--- src/rtl/instr_alu.sv ---
module instr_alu (
  input  logic [15:0] insn,
  input  logic [15:0] opa,
  input  logic [15:0] opb,
  output logic [15:0] res
);
  logic [3:0]  op;
  logic [15:0] imm5, imm6, imm7s, imm7u, imm9;
  logic [15:0] cmp_rhs;
  logic        cmp_signed;
  logic [16:0] cmp_diff;
  logic [15:0] cmp_code;
  logic [15:0] shifted;

  assign op    = insn[15:12];
  assign imm5  = {{11{insn[4]}}, insn[4:0]};
  assign imm6  = {{10{insn[5]}}, insn[5:0]};
  assign imm7s = {{9{insn[6]}}, insn[6:0]};
  assign imm7u = {9'd0, insn[6:0]};
  assign imm9  = {{7{insn[8]}}, insn[8:0]};

  assign cmp_signed = ~insn[7];
  assign cmp_rhs    = !insn[8] ? opb : (insn[7] ? imm7u : imm7s);
  assign cmp_diff   = {cmp_signed & opa[15], opa} - {cmp_signed & cmp_rhs[15], cmp_rhs};
  assign cmp_code   = (cmp_diff == 17'd0) ? 16'h0000 :
                      (cmp_diff[16] ? 16'hFFFF : 16'h0001);

  always_comb begin
    shifted = opa;
    for (int i = 0; i < 4; i++) begin
      if (insn[i]) begin
        case (insn[5:4])
          2'b00:   shifted = shifted << (1 << i);
          2'b01:   shifted = 16'($signed(shifted) >>> (1 << i));
          default: shifted = shifted >> (1 << i);
        endcase
      end
    end
  end

  always_comb begin
    res = 16'h0000;
    case (op)
      4'b0001: begin
        if (insn[5]) res = opa + imm5;
        else begin
          case (insn[4:3])
            2'b00:   res = opa + opb;
            2'b01:   res = opa * opb;
            2'b10:   res = opa - opb;
            default: res = 16'h0000;
          endcase
        end
      end
      4'b0010: res = cmp_code;
      4'b0100, 4'b1100: res = insn[11] ? 16'h0000 : opa;
      4'b0101: begin
        if (insn[5]) res = opa & imm5;
        else begin
          case (insn[4:3])
            2'b00:   res = opa & opb;
            2'b01:   res = ~opa;
            2'b10:   res = opa | opb;
            default: res = opa ^ opb;
          endcase
        end
      end
      4'b0110, 4'b0111: res = opa + imm6;
      4'b1001: res = imm9;
      4'b1010: res = (insn[5:4] == 2'b11) ? 16'h0000 : shifted;
      4'b1101: res = {insn[7:0], opa[7:0]};
      default: res = 16'h0000;
    endcase
  end
endmodule


--- config.mk ---
export PLATFORM = sky130hd
export DESIGN_NAME = instr_alu
export DESIGN_NICKNAME = d
export VERILOG_FILES = /design/src/rtl/instr_alu.sv
export SDC_FILE = /design/constraint.sdc
export NUM_CORES = 1
export LEC_CHECK = 0
export ABC_AREA = 1
export BUFFER_PORTS_ARGS = -buffer_cell sky130_fd_sc_hd__buf_2
export CAP_MARGIN = 20
export CORE_UTILIZATION = 60
export DETAILED_ROUTE_END_ITERATION = 10
export GPL_TIMING_DRIVEN = 0
export PLACE_DENSITY = 0.79
export SLEW_MARGIN = 15
export SYNTH_ARGS = -nofsm -noshare
export SYNTH_HDL_FRONTEND = slang
export SYNTH_SLANG_ARGS = --single-unit
--- constraint.sdc ---
create_clock -name vclk -period 18.61
set_clock_uncertainty 0.05 [all_clocks]
set_input_delay 2.7915 -clock vclk [all_inputs]
set_output_delay 2.7915 -clock vclk [all_outputs]
set_load 0.1 [all_outputs]
# [Word-level counts from Yosys, hierarchy flattened]
# Cells that the tools add are included.
# Widths: inputs -> output; s select.
[op_classes] addsub=5 multipliers=1 eq_ne=14 mux=19 bitwise_logic=8 n_reduce_logical=5
[ops] cell="$mux 16" n=12
[ops] cell="$pmux 16 s2" n=4
[ops] cell="$pmux 16 s8" n=1
[ops] cell="$pmux 16 s3" n=2
[ops] cell="$add 16x16->16" n=3
[ops] cell="$and 16x16->16" n=2
[ops] cell="$logic_not 17->1" n=1
[ops] cell="$sub 17x17->17" n=1
[ops] cell="$eq 4x3->1 const B" n=4
[ops] cell="$eq 4x4->1 const B" n=4
[ops] cell="$mul 16x16->16" n=1
[ops] cell="$not 16->16" n=1
[ops] cell="$or 16x16->16" n=1
[ops] cell="$sub 16x16->16" n=1
[ops] cell="$xor 16x16->16" n=1
[ops] cell="$eq 2x1->1 const B" n=2
[ops] cell="$eq 2x2->1 const B" n=2
[ops] cell="$eq 4x1->1 const B" n=1
[ops] cell="$eq 4x2->1 const B" n=1
[ops] cell="$logic_not 2->1" n=2
[ops] cell="$reduce_or 2->1" n=2
[ops] cell="$and 1x1->1" n=2
[ops] cell="$not 1->1" n=1
[totals] register_bits=0 out_inout_bits=16 wordCells=52

# [Depth between registers and ports, before layout]
[logic_depth] ltp_word=11 ltp_mapped=33 depth_no_buf=32

# [Worst setup path before layout]
# OpenSTA, ideal clock, no wires.
[synth_path] kind="input to output" from="input opb[1]" to="output res[13]" arrival_time_ns=8.266 t_required_ns=15.768 slack_ns=7.502 cell_stages=24 n_path_buf=2 path_cell_list="buf_2 > clkbuf_1 > nand2_1 > fa_1 > fa_1 > fa_1 > fa_1 > inv_1 > fa_1 > inv_1 > fa_1 > inv_1 > ha_1 > nand2_1 > nor2_1 > nand3_1 > nand3_1 > a21oi_1 > o21ai_0 > nand3_1 > nand2_1 > nand2_1 > nor2_1 > nand3_1"
[synth_between] elab_chain_cells=5 word_cells_on_any_way=11
[synth_rtl] element="start, declared" line_no="4" text="input logic [15:0] opb,"
[synth_rtl] element="parallel branches: the longest is 4 deep, another holds $mul 16x16->16"
[synth_rtl] element="$pmux 16 s8 *" line_no="43" text="case (op)"
[synth_rtl] element="end, declared" line_no="5" text="output logic [15:0] res"
# Every way passes the cells marked *.

# [Worst setup path after layout]
[layout_path] from="input opa[6]" to="output res[15]"
[layout_between] elab_chain_cells=10 word_cells_on_any_way=21
[layout_rtl] element="start, declared" line_no="3" text="input logic [15:0] opa,"
[layout_rtl] element="parallel branches: the longest is 9 deep, another holds $mul 16x16->16"
[layout_rtl] element="$pmux 16 s8 *" line_no="43"
# Marked as above.

==> out/results.tsv <==
stage	metric	value	unit
clocking	cts hold-fix bufs	0	
detailed_routing	Wirelength per Cell	19.1	µm
timing	f_max	81.3	MHz
worst_setup_path	Critical Path RT	15.77	ns
timing	WHS	6.18	ns
pwr	Flop pwr share	0	%
min_path	Hold Crit Start	insn[12]	
detailed_routing	post-route ant nets	0	
timing	final setup TNS	0	ns
worst_setup_path	Critical Path Max Stage Delay	0.68	ns
layout	NumNets Final	2157	
die	Std-Cell Core Area	17400	µm²
pwr	Lkg Pwr	6.49	nW
layout	commonest non-fill, non-tap cell in the layout	nand2_1	
worst_setup_path	Worst Setup SP	opa[6]	
detailed_routing	drt total wl	40.3	mm
layout	register area	0	µm²
timing	setup ws final	6.31	ns
pwr	P_sw	592	µW
placed_design	post-DP HPWL	32.9	mm
die	Horiz. Die Dim	136	µm
global_routing	gr usage total	43.0	%
synth	YS warnings	0	
detailed_routing	met1 wire length	15.4	mm
worst_setup_path	cell family with most CP delay	adder cells	
pwr	Sw Share	66.7	%
placed_design	PortBufs	61	
clocking	post-CTS setup buffer count	0	
die	DIE AREA	18500	µm²
global_routing	largest net degree at the start of global routing	15	
layout	Final Instance Count excl. Fillers	2110	
pwr	Pint	296	µW
die	starting density of the core	62.0	%
layout	commonest non-fill, non-tap cells in the layout	497 x nand2_1, 339 x inv_1, 139 x ha_1, 128 x nand3_1, 127 x a21oi_1	
layout	clkbuf count	0	
min_path	worst hold endpoint	res[0]	
clocking	post-CTS sizing	0	
timing	RSZ-0062 raised after global routing	no	
placed_design	Placed Area	11400	µm²
detailed_routing	First-pass DRT Iterations	6	
layout	final core occ	65.3	%
pwr	power density over cell area	78.1	nW/µm²
die	Die Ht	136	µm
global_routing	initial antenna violation count	0	
pwr	Comb power frac	100.0	%
detailed_routing	WL met2	17.9	mm
die	Top Ports	64	
timing	Final Hold Fails	0	
run	max_cap viols	0	
timing	post-route clock period utilization	66.1	%
worst_setup_path	CP max-delay cell	clkbuf_1	
pwr	worst vdd ir	0.187	mV
worst_setup_path	Crit. End Element	primary output	
min_path	Hold Crit Depth	5	
worst_setup_path	most frequent cell on the critical path	nand2_1	
synth	Cells after Synth	1824	
global_routing	first-pass GRT wire length	60.7	mm
synth	Synth Area per Inst	5.92	µm²
synth	sequential cell area fraction in the yosys report	0	%
placed_design	routability cong.	1.04	
synth	Unique masters post-synth	54	
detailed_routing	top sig layer	met4	
layout	Layout area overhead	5.44	%
global_routing	vias in the first global route	11500	
min_path	HP Class	in2out	
global_routing	grt ovf	0	
timing	Max-slew headroom	41.8	%
timing	endpoints failing setup	0	
detailed_routing	Vias/cell	6.06	
worst_setup_path	Critical Path AT	9.46	ns
worst_setup_path	crit-path max FO	10	
detailed_routing	total vias in the final route	12800	
worst_setup_path	Critical Path Start Type	input port	
pwr	Tot Pwr	889	µW
synth	Mapped Nets	2094	
layout	Ant. Diodes	0	
status	status	finished clean	
placed_design	pre-CTS setup slack	6.42	ns
timing	Slew Viols, Final	0	
worst_setup_path	crit path kind	in2out	
worst_setup_path	WP buf/inv	8	
pwr	Clk pwr share	0	%
detailed_routing	met3 routed WL	4.56	mm
detailed_routing	DRC errors left	0	
detailed_routing	DRT iter0 DRCs	1453	
timing	Tightest Pin Transition	0.865	ns
timing	min Tclk post-route	12.30	ns
layout	Design Area, Final	11400	µm²
layout	layout cell share with drive strength beyond 1	6.84	%
placed_design	Placed Cells incl. Taps	2110	
synth	Mapped Area	10800	µm²
layout	sequential cells	0	
die	FP Rows	48	
==> synthesized netlist by cell type (5+ instances only) <==
cell type  number  area, µm²
nand2_1       497       1870
inv_1         339       1270
ha_1          139       1740
nand3_1       128        641
a21oi_1       127        636
o21ai_0       119        596
nor2_1         88        330
fa_1           83       1660
clkbuf_1       31        116
xor2_1         28        245
buf_2          23        115
nor3_1         22        110
o22ai_1        20        125
o2111ai_1      17        149
o211ai_1       17        128
o21ai_1        16       80.1
nand4_1        14       87.6
nand3b_1       12       90.1
xnor2_1        10       87.6
a31oi_1         8       50.1
inv_2           7       26.3
or2_2           7       43.8
a221oi_1        5       43.8
buf_1           5       18.8
nor2_2          5       31.3
o31ai_1         5       37.5
==> per-layer routing <==
metal  global-route usage [%]  vias to the layer above
met4                     21.1                        0
li1                         -                     6036
met3                     7.31                      157
met5                        0                        -
met1                     54.2                     5821
met2                     70.6                      763
==> how the worst max path moves through the flow <==
stage                          to  cells past startpoint
after floorplan           res[13]                     24
after global placement    res[15]                     27
after detailed placement  res[15]                     30
after CTS                 res[15]                     30
after global routing      res[15]                     27
final                     res[15]                     27
==> final cells by class <==
cell class	instances	area, µm²
fill	1732	6040
tap	225	282
multi-input combinational	1412	9180
timing repair buffer	61	305
inverter	347	1300
buffer	65	308
==> power groups by stage <==
stage | Combinational, mW | Clock [mW] | Sequential (mW)
6_report | 0.889 | 0 | 0
3_5_place_dp | 0.872 | 0 | 0
2_1_floorplan | 0.624 | 0 | 0
5_1_grt | 1.00 | 0 | 0
3_3_place_gp | 0.852 | 0 | 0
4_1_cts | 0.878 | 0 | 0
==> cell families (layout without fill, tap and decap cells) <==
family,after synthesis,after routing,synth area share [%]
and+or+nand+nor,785,785,30.6
buffers and inverters,412,473,14.9
AOI/OAI and AO/OA,367,367,19.9
adders and majority gates,222,222,31.5
xor gates and xnor gates,38,38,3.08
No activity file was read; power rests on OpenSTA's default activity.
